--- config.mk ---
export PLATFORM = sky130hd
export DESIGN_NAME = wdt_supervisor
export DESIGN_NICKNAME = d
export VERILOG_FILES = /design/src/rtl/wdt_sup_pkg.sv /design/src/rtl/wdt_kick_filter.sv /design/src/rtl/wdt_timeout_timer.sv /design/src/rtl/wdt_reset_seq.sv /design/src/rtl/wdt_supervisor.sv
export SDC_FILE = /design/constraint.sdc
export NUM_CORES = 1
export LEC_CHECK = 0
export BUFFER_PORTS_ARGS = -buffer_cell sky130_fd_sc_hd__buf_4
export CAP_MARGIN = 10
export CORE_MARGIN = 2
export CORE_UTILIZATION = 43
export CTS_CLUSTER_DIAMETER = 50
export DETAILED_ROUTE_END_ITERATION = 12
export PLACE_DENSITY = 0.69
export SYNTH_ARGS = -nofsm -noshare
export SYNTH_HDL_FRONTEND = slang
export SYNTH_SLANG_ARGS = --single-unit
--- constraint.sdc ---
create_clock -name clk_i -period 4.4 [get_ports clk_i]
set_clock_uncertainty 0.2 [all_clocks]
set_input_delay 0.88 -clock clk_i [delete_from_list [all_inputs] [get_ports clk_i]]
set_output_delay 0.88 -clock clk_i [all_outputs]
set_load 0.02 [all_outputs]
--- src/rtl/wdt_sup_pkg.sv ---
package wdt_sup_pkg;

  localparam int unsigned SEL_W = 3;

  typedef enum logic [1:0] {
    SUP_LOST  = 2'd0,
    SUP_HOLD  = 2'd1,
    SUP_WATCH = 2'd2
  } sup_state_e;

  // Release delay in ticks; code 0 is 3.13 ms rounded to the nearest tick.
  function automatic int unsigned release_ticks(input logic [SEL_W-1:0] sel,
                                                input int unsigned tpm);
    int unsigned t;
    case (sel)
      3'd0:    t = (313 * tpm + 50) / 100;
      3'd1:    t = 50 * tpm;
      3'd2:    t = 100 * tpm;
      3'd3:    t = 200 * tpm;
      default: t = 400 * tpm;
    endcase
    if (t == 0) t = 1;
    return t;
  endfunction

  // Watchdog timeout in ticks; every step doubles the previous one.
  function automatic int unsigned timeout_ticks(input logic [SEL_W-1:0] sel,
                                                input int unsigned tpm);
    int unsigned t;
    if (sel > 3'd5) t = 1600 * tpm;
    else            t = (50 * tpm) << sel;
    if (t == 0) t = 1;
    return t;
  endfunction

endpackage

--- src/rtl/wdt_kick_filter.sv ---
module wdt_kick_filter #(
  parameter int unsigned MIN_PULSE_CYC = 30,
  parameter int unsigned IGN_TICKS     = 29
) (
  input  logic clk_i,
  input  logic srst_i,
  input  logic tick_i,
  input  logic kick_i,
  output logic service_o
);
  localparam int unsigned PULSE_LIM = (MIN_PULSE_CYC < 1) ? 1 : MIN_PULSE_CYC;
  localparam int unsigned PW_W      = $clog2(PULSE_LIM + 1);
  localparam int unsigned IGN_W     = $clog2(IGN_TICKS + 2);

  logic [1:0]       sync_q;
  logic             level_q;
  logic [PW_W-1:0]  hold_q;
  logic             change_q;
  logic [IGN_W-1:0] ign_q;

  // Synchronizer, then a level must persist PULSE_LIM cycles to be taken.
  always_ff @(posedge clk_i) begin
    if (srst_i) begin
      sync_q   <= 2'b00;
      level_q  <= 1'b0;
      hold_q   <= '0;
      change_q <= 1'b0;
    end else begin
      sync_q   <= {sync_q[0], kick_i};
      change_q <= 1'b0;
      if (sync_q[1] == level_q) begin
        hold_q <= '0;
      end else if (hold_q >= PW_W'(PULSE_LIM - 1)) begin
        level_q  <= sync_q[1];
        hold_q   <= '0;
        change_q <= 1'b1;
      end else begin
        hold_q <= hold_q + 1'b1;
      end
    end
  end

  // Either direction of change is a service unless the blanking window runs.
  assign service_o = change_q && (ign_q == '0);

  always_ff @(posedge clk_i) begin
    if (srst_i) begin
      ign_q <= '0;
    end else if (service_o) begin
      ign_q <= IGN_W'(IGN_TICKS);
    end else if (tick_i && (ign_q != '0)) begin
      ign_q <= ign_q - 1'b1;
    end
  end

  generate
    if (PULSE_LIM > 1) begin : g_spacing_chk
      // a filtered change needs a stable level, so two cannot be adjacent
      p_change_spacing_r7: assert property (@(posedge clk_i) disable iff (srst_i)
        change_q |=> !change_q);
    end
    if (IGN_TICKS > 0) begin : g_blank_chk
      // an accepted change blanks the next cycle at least
      p_blank_after_service_r8: assert property (@(posedge clk_i) disable iff (srst_i)
        service_o |=> !service_o);
    end
  endgenerate

endmodule

--- src/rtl/wdt_timeout_timer.sv ---
module wdt_timeout_timer
  import wdt_sup_pkg::*;
#(
  parameter int unsigned TICKS_PER_MS = 32,
  parameter int unsigned CNT_W        = 16
) (
  input  logic             clk_i,
  input  logic             srst_i,
  input  logic             tick_i,
  input  logic             active_i,
  input  logic             service_i,
  input  logic [SEL_W-1:0] tmo_sel_i,
  output logic             expire_o
);
  logic [CNT_W-1:0] cnt_q;
  logic [CNT_W-1:0] last_q;

  assign last_q = CNT_W'(timeout_ticks(tmo_sel_i, TICKS_PER_MS) - 32'd1);

  // Expire on the T-th tick; >= covers a select lowered mid-count.
  assign expire_o = active_i && tick_i && !service_i && (cnt_q >= last_q);

  always_ff @(posedge clk_i) begin
    if (srst_i || !active_i || service_i || expire_o) begin
      cnt_q <= '0;
    end else if (tick_i) begin
      cnt_q <= cnt_q + 1'b1;
    end
  end

  // a service leaves the count at zero on the next cycle
  p_service_clears_r6: assert property (@(posedge clk_i) disable iff (srst_i)
    service_i |=> (cnt_q == '0));

endmodule

--- src/rtl/wdt_reset_seq.sv ---
module wdt_reset_seq
  import wdt_sup_pkg::*;
#(
  parameter int unsigned TICKS_PER_MS = 32,
  parameter int unsigned CNT_W        = 16
) (
  input  logic             clk_i,
  input  logic             srst_i,
  input  logic             tick_i,
  input  logic             supply_ok_i,
  input  logic             expire_i,
  input  logic [SEL_W-1:0] rel_sel_i,
  output logic             watching_o,
  output logic             reset_n_o
);
  sup_state_e       state_q;
  logic [CNT_W-1:0] dly_q;
  logic [CNT_W-1:0] dly_last;

  assign dly_last = CNT_W'(release_ticks(rel_sel_i, TICKS_PER_MS) - 32'd1);

  always_ff @(posedge clk_i) begin
    if (srst_i || !supply_ok_i) begin
      state_q <= SUP_LOST;
      dly_q   <= '0;
    end else begin
      case (state_q)
        SUP_LOST: begin
          state_q <= SUP_HOLD;
          dly_q   <= '0;
        end
        SUP_HOLD: begin
          if (tick_i) begin
            if (dly_q >= dly_last) begin
              state_q <= SUP_WATCH;
              dly_q   <= '0;
            end else begin
              dly_q <= dly_q + 1'b1;
            end
          end
        end
        SUP_WATCH: begin
          if (expire_i) begin
            state_q <= SUP_HOLD;
            dly_q   <= '0;
          end
        end
        default: begin
          state_q <= SUP_LOST;
          dly_q   <= '0;
        end
      endcase
    end
  end

  assign watching_o = (state_q == SUP_WATCH);
  assign reset_n_o  = watching_o;

  // supply loss drives reset low by the next cycle
  p_loss_forces_low_r1: assert property (@(posedge clk_i) disable iff (srst_i)
    !supply_ok_i |=> !reset_n_o);

  // a watchdog expiry starts a reset pulse
  p_expire_forces_low_r5: assert property (@(posedge clk_i) disable iff (srst_i)
    expire_i |=> !reset_n_o);

  // reset only releases with supply good
  p_release_needs_supply_r2: assert property (@(posedge clk_i) disable iff (srst_i)
    $rose(reset_n_o) |-> $past(supply_ok_i));

endmodule

--- src/rtl/wdt_supervisor.sv ---
module wdt_supervisor
  import wdt_sup_pkg::*;
#(
  parameter int unsigned TICKS_PER_MS   = 32,
  parameter int unsigned MIN_PULSE_CYC  = 30,
  parameter int unsigned IGNORE_US      = 900,
  parameter bit          EN_ACTIVE_HIGH = 1'b1
) (
  input  logic             clk_i,
  input  logic             srst_i,
  input  logic             tick_i,
  input  logic             supply_ok_i,
  input  logic             kick_i,
  input  logic             wd_en_i,
  input  logic [SEL_W-1:0] rel_sel_i,
  input  logic [SEL_W-1:0] tmo_sel_i,
  output logic             reset_n_o
);
  localparam int unsigned CNT_W     = $clog2(1600 * TICKS_PER_MS + 1);
  localparam int unsigned IGN_TICKS = (IGNORE_US * TICKS_PER_MS + 500) / 1000;

  logic wd_on;
  logic watching;
  logic service;
  logic expire;

  assign wd_on = (wd_en_i == EN_ACTIVE_HIGH);

  wdt_kick_filter #(
    .MIN_PULSE_CYC (MIN_PULSE_CYC),
    .IGN_TICKS     (IGN_TICKS)
  ) u_kick (
    .clk_i     (clk_i),
    .srst_i    (srst_i),
    .tick_i    (tick_i),
    .kick_i    (kick_i),
    .service_o (service)
  );

  wdt_timeout_timer #(
    .TICKS_PER_MS (TICKS_PER_MS),
    .CNT_W        (CNT_W)
  ) u_timer (
    .clk_i     (clk_i),
    .srst_i    (srst_i),
    .tick_i    (tick_i),
    .active_i  (watching && wd_on),
    .service_i (service),
    .tmo_sel_i (tmo_sel_i),
    .expire_o  (expire)
  );

  wdt_reset_seq #(
    .TICKS_PER_MS (TICKS_PER_MS),
    .CNT_W        (CNT_W)
  ) u_seq (
    .clk_i       (clk_i),
    .srst_i      (srst_i),
    .tick_i      (tick_i),
    .supply_ok_i (supply_ok_i),
    .expire_i    (expire),
    .rel_sel_i   (rel_sel_i),
    .watching_o  (watching),
    .reset_n_o   (reset_n_o)
  );

  // with the watchdog off, a released reset stays released while supply holds
  p_off_keeps_release_r9: assert property (@(posedge clk_i) disable iff (srst_i)
    (reset_n_o && !wd_on && supply_ok_i) |=> reset_n_o);

endmodule

# After elaboration in Yosys (flattened, before gate mapping)
# Index checks and enable logic that the tools add are counted.
# op_classes
addsub	6
magnitude_cmp	4
eq_ne	9
shift	1
muxes	15
bitwise	1
reduce_logical	26
# op_table
op	n
32-bit zero test	2
16-bit two-way mux	4
14-bit one-hot mux with 4 select lines	1
16-bit by 1-bit adder with 16-bit output (second input constant)	2
16-bit >= comparator	2
32-bit two-way mux	1
16-bit one-hot mux with 2 select lines	1
11-bit by 3-bit left shift with 32-bit output (first input constant)	1
16-bit by 1-bit subtractor with 16-bit output (second input constant)	1
14-bit by 1-bit subtractor with 15-bit output (second input constant)	1
14-bit two-way mux	1
5-bit two-way mux	2
3-bit by 2-bit equality test with 1-bit output (second input constant)	2
1-bit logical AND	6
2-bit two-way mux	3
2-bit one-hot mux with 3 select lines	1
5-bit by 1-bit adder with 5-bit output (second input constant)	1
5-bit >= comparator (second input constant)	1
5-bit zero test	1
5-bit nonzero test	1
5-bit by 1-bit subtractor with 5-bit output (second input constant)	1
1-bit logical OR	4
2-bit by 1-bit inequality test with 1-bit output (second input constant)	2
2-bit AND reduction	2
other kinds (15)	18
# word_totals
reg_bits	48

# Logic depth before layout (Yosys ltp)
# depth
word_depth	9
depth_mapped	17
depth_no_buf	14

# Cells and area by module
# A second synthesis with hierarchy kept.
# hier_totals
hier_cells	365
hier_area_um2	3196.8
# modules_own_cells
module	instances	cells_per_inst	area_per_inst_um2	seq_area_each_um2
wdt_timeout_timer	1	147	1301.2	320.3
wdt_reset_seq	1	152	1282.5	360.3
wdt_kick_filter	1	65	606.8	280.3
wdt_supervisor	1	1	6.3	0.0

# Worst setup path before layout
# OpenSTA, ideal clock, no wires.
# synth_path
path_kind	input to register
start	in tmo_sel_i[1]
end	reg u_timer.cnt_q[10]
setup_time_ns	0.064
arrival_time_ns	3.620
t_required_ns	4.136
path_slack_ns	0.516
cell_stages	16
path_buffers	3
cell_sequence	inv_1 -> ha_1 -> clkbuf_1 -> nor3_1 -> a21oi_1 -> o311ai_0 -> o21ai_0 -> ha_1 -> a211oi_1 -> o211ai_1 -> a21oi_1 -> a21oi_2 -> or4_1 -> buf_2 -> buf_6 -> nor2_1
# synth_via
elab_chain_len	8
elab_cells_between_ends	9
# synth_rtl
element	line_no	text
from (decl)	wdt_supervisor.sv:16	input logic [SEL_W-1:0] tmo_sel_i,
3-bit > comparator / 11-bit by 3-bit left shift with 32-bit output (equally long branches)	wdt_sup_pkg.sv:30, wdt_sup_pkg.sv:31	
32-bit two-way mux (*)	wdt_sup_pkg.sv:30	if (sel > 3'd5) t = 1600 * tpm;
32-bit zero test	wdt_sup_pkg.sv:32	if (t == 0) t = 1;
16-bit two-way mux (*)	wdt_sup_pkg.sv:32	
16-bit by 1-bit subtractor with 16-bit output (*)	wdt_timeout_timer.sv:18	assign last_q = CNT_W'(timeout_ticks(tmo_sel_i, TICKS_PER_MS) - 32'd1);
16-bit >= comparator (*)	wdt_timeout_timer.sv:21	assign expire_o = active_i && tick_i && !service_i && (cnt_q >= last_q);
1-bit logical AND (*)	wdt_timeout_timer.sv:21	
1-bit logical OR (*)	wdt_timeout_timer.sv:24	if (srst_i || !active_i || service_i || expire_o) begin
to (signal assigned)	wdt_timeout_timer.sv:27	cnt_q <= cnt_q + 1'b1;
to (decl)	wdt_timeout_timer.sv:15	logic [CNT_W-1:0] cnt_q;
# Every way passes the cells marked *; elsewhere a longest branch is shown, timed or not.
# A chain may end at the register's enable or synchronous reset.

# Worst setup path in the final report
# layout_path
start	in tmo_sel_i[1]
end	reg u_timer.cnt_q[15]
# Same word-level chain as after synthesis.

==> out/summary.md <==
The flow ran to the end, and the final reports show no timing, DRC or antenna violations. Power dissipated by switching net loads: 0.2627 mW. The tools report the remaining routing DRC violations as 0. The number of hold buffers added after CTS was 0. The depth of the worst register-to-register path is 7, and the full die area is 0.007891 mm2.

The synthesis-to-finish area growth came out at 8.694%. The final hold violation count came out at 0. The core region is 0.006869 mm2. In this run the tightest slew margin relative to its limit is 53.36%. Yosys mapped a number of flops with a built-in enable equal to 0.

The height of the chip is 88.83 um, and the wire length per cell after detailed routing is 12.43 um. The horizontal die dimension is 88.83 um, and the transition time at the pin with the least slew margin is 699.6 ps. The tools report the DRC violation total after the first TritonRoute iteration as 191. The share of total power dissipated in the clock network is 33.0%. Pin placement for this block handled 13 I/O pins. Sum of internal, switching and leakage power: 0.9619 mW. The initial utilization of the core area, before any placement, comes to 45.05%. The proportion of layout cells with a drive suffix above 1 works out to 7.595%. Data arrives at the worst endpoint at 3980 ps. The total placed cells including tap cells was 483.

Dividing the detail-routed via count by the number of cells gives 5.513. Setup violations remaining at the end of the flow were counted as 0. The H-tree depth was 2; the number of gates resized after cts was 0. The initial antenna violation count came out at 0. Of all flip-flops after synthesis, the portion carrying an async set or reset was 0%. In this run the deepest clock path goes through 2 buffers. The post-route core utilization was 48.96%.

Across the run, the number of max-cap violations was 0. Leaving out fill and tap cells, the most frequent cell in the layout is dfxtp_1. Setup repair after global routing left no endpoint under its margin.

The post-CTS setup buffer count was 0; the count of standard-cell rows was 30. The overall routed net length came out at 6.104 mm. With fillers left out, the area of the finished cells amounts to 0.003363 mm2. After synthesis the netlist holds a flip-flop and latch count of 48. The kind of critical path is input port to register. The cell count after synthesis was 386. In the final design database the tool counted 442 nets. 0 antenna diodes ended up in the layout.

On the final layout, the worst hold slack is 249.5 ps. The share of power burned in registers came out at 49.2%. The run gives 4430 ps as the critical path required time.

Number of iterations in the first detailed-routing pass: 4. The maximum number of pins on one net before global-route repair was 28. The synthesized netlist contains 51 unique library cells.

The register clock-pin slew on the reported worst setup and hold paths was 90 ps; the clock period minus worst slack was 3951 ps. The logs give 0 for the max-slew violation total from the final report and 308 um for the wire length on met3. For this run, the number of standard cells in the final layout without fillers is 491. Yosys printed 0 warnings. The first global-routing pass estimated 10.73 mm of wire. Of the total power, the share spent switching nets is 27.31%. The power density relative to cell area is 286.0 mW/mm2, and the leakage dissipation is 1.260 nW. In the layout the commonest cells are dfxtp_1, nor2_1, nand2_1. The count of nets left with antenna violations once routing finished came out at 0.

Averaged over all synthesized cells, the footprint is 8.016 um2. Internal power comes to 0.6992 mW. After detailed routing, the wire length on met1 is 3.189 mm. The path class of the tightest hold or removal check is register to register. The synthesized netlist occupies a cell area of 0.003094 mm2.

The total number of vias was 2707. TritonCTS built the clock tree. During placement, the flow inserted port buffers numbering 12.

The congestion estimate from routability-driven global placement came to 0.8534. The clock insertion delay at the later pin of the skew report is 300 ps, and the final worst setup slack is 449.4 ps. The sequential fraction of the synthesis area came out at 31.06%. The routed design uses 2.552 mm of met2 wire. The worst setup path is launched from an input port.

For this run, the top clock speed supported by timing is 253.1 MHz. The run gives 0 ps as the post-route setup TNS. STA classifies the critical path endpoint as a register. Timing analysis after detailed placement gives a worst setup slack of 170.1 ps. The worst hold path cell count is 1. The combinational power share is 17.8%. The number of global-route vias before repair is 2410, and the TritonCTS sink count is 48. The run gives 4.512 mm as the HPWL reported at the end of detailed placement. The highest layer touched by signal routing is met4. Along the worst path, the maximum fanout reaches 16. The cell at the root of the clock tree is clkbuf_8. In the finished design, the share of the clock period the worst path needs comes to 89.79%. The run gives 5 as the number of buffers created by CTS. For this run the aggregate overflow at the end of global routing stands at 0. Across every metal layer, demand over resource in global routing totals 16.71%. The most used flip-flop cell after synthesis is dfxtp_1. The worst-case IR drop observed on VDD is 0.1812 mV.

The post-placement cell area came out at 0.003252 mm2.
==> Yosys cell counts, drive strengths merged, types with 4 or more instances <==
| master | count | area [um2] |
|---|---|---|
| nor4 | 5 | 31.28 |
| buf | 7 | 45.04 |
| o211ai | 7 | 52.55 |
| ha | 36 | 450.4 |
| inv | 12 | 45.04 |
| nor3 | 14 | 70.07 |
| or3 | 4 | 25.02 |
| nand3 | 27 | 135.1 |
| nor2 | 45 | 171.4 |
| a31oi | 11 | 83.83 |
| nand4 | 11 | 68.82 |
| dfxtp | 48 | 960.9 |
| nand2 | 43 | 161.4 |
| o21ai | 13 | 65.06 |
| xor2 | 12 | 105.1 |
| a21oi | 27 | 138.9 |
| a21o | 4 | 30.03 |
| clkbuf | 8 | 30.03 |
| nand2b | 4 | 25.02 |
| xnor2 | 12 | 105.1 |
| nor2b | 4 | 25.02 |
==> layer usage <==
metal | track usage (%) | vias up
met5 | 0 | -
li1 | - | 1403
met4 | 4.408 | 0
met2 | 24.42 | 64
met3 | 2.705 | 5
met1 | 25.31 | 1235
==> kinds of logic after synthesis <==
logic type | synth area share, %
flops | 31.06
other cells | 0.1212
mux | 0.6470
buf+inv | 3.882
simple gates | 26.12
xor+xnor | 6.793
fa+ha+maj | 14.56
compound gates | 16.82
==> power groups by stage <==
| stage | Combinational (mW) | Clock, mW | Sequential, mW |
|---|---|---|---|
| global route | 0.199 | 0.344 | 0.476 |
| global placement | 0.170 | 0 | 0.482 |
| CTS | 0.173 | 0.328 | 0.473 |
| floorplan | 0.138 | 0 | 0.479 |
| detailed placement | 0.172 | 0 | 0.483 |
| finish | 0.171 | 0.317 | 0.474 |
==> critical path, cell delays in order <==
cell	delay (ps)
buf_4	120
inv_1	110
ha_1	300
nor3_1	280
a21oi_1	70
o311ai_0	270
o21ai_0	170
ha_1	220
a211oi_1	230
o211ai_1	150
a21oi_1	200
a21oi_2	80
or4_1	680
a21oi_1	220
==> path summary, 6_finish.rpt <==
kind                                       start                 to  slack (ps)
worst max-delay path                tmo_sel_i[1]  u_timer.cnt_q[15]         450
worst min-delay path            u_kick.sync_q[0]   u_kick.sync_q[1]         250
worst max register to register  u_timer.cnt_q[0]  u_timer.cnt_q[15]        1770
worst min register to register  u_kick.sync_q[0]   u_kick.sync_q[1]         250
==> final cells by class <==
class | count | area, um2
fill | 674 | 3506
clock buffer | 5 | 68.82
multi-input combinational | 313 | 2021
inverter | 12 | 45.04
sequential | 48 | 960.9
tap | 96 | 120.1
clock inverter | 3 | 42.54
timing repair buffer | 14 | 105.1
==> flip-flops by register name, indices dropped and copies added, names as in the netlist <==
signal	count
u_kick.level_q	1
u_timer.cnt_q	16
u_seq.state_q	2
u_kick.hold_q	5
u_kick.ign_q	5
u_kick.change_q	1
u_seq.dly_q	16
u_kick.sync_q	2
(Power assumes the default switching activity.)
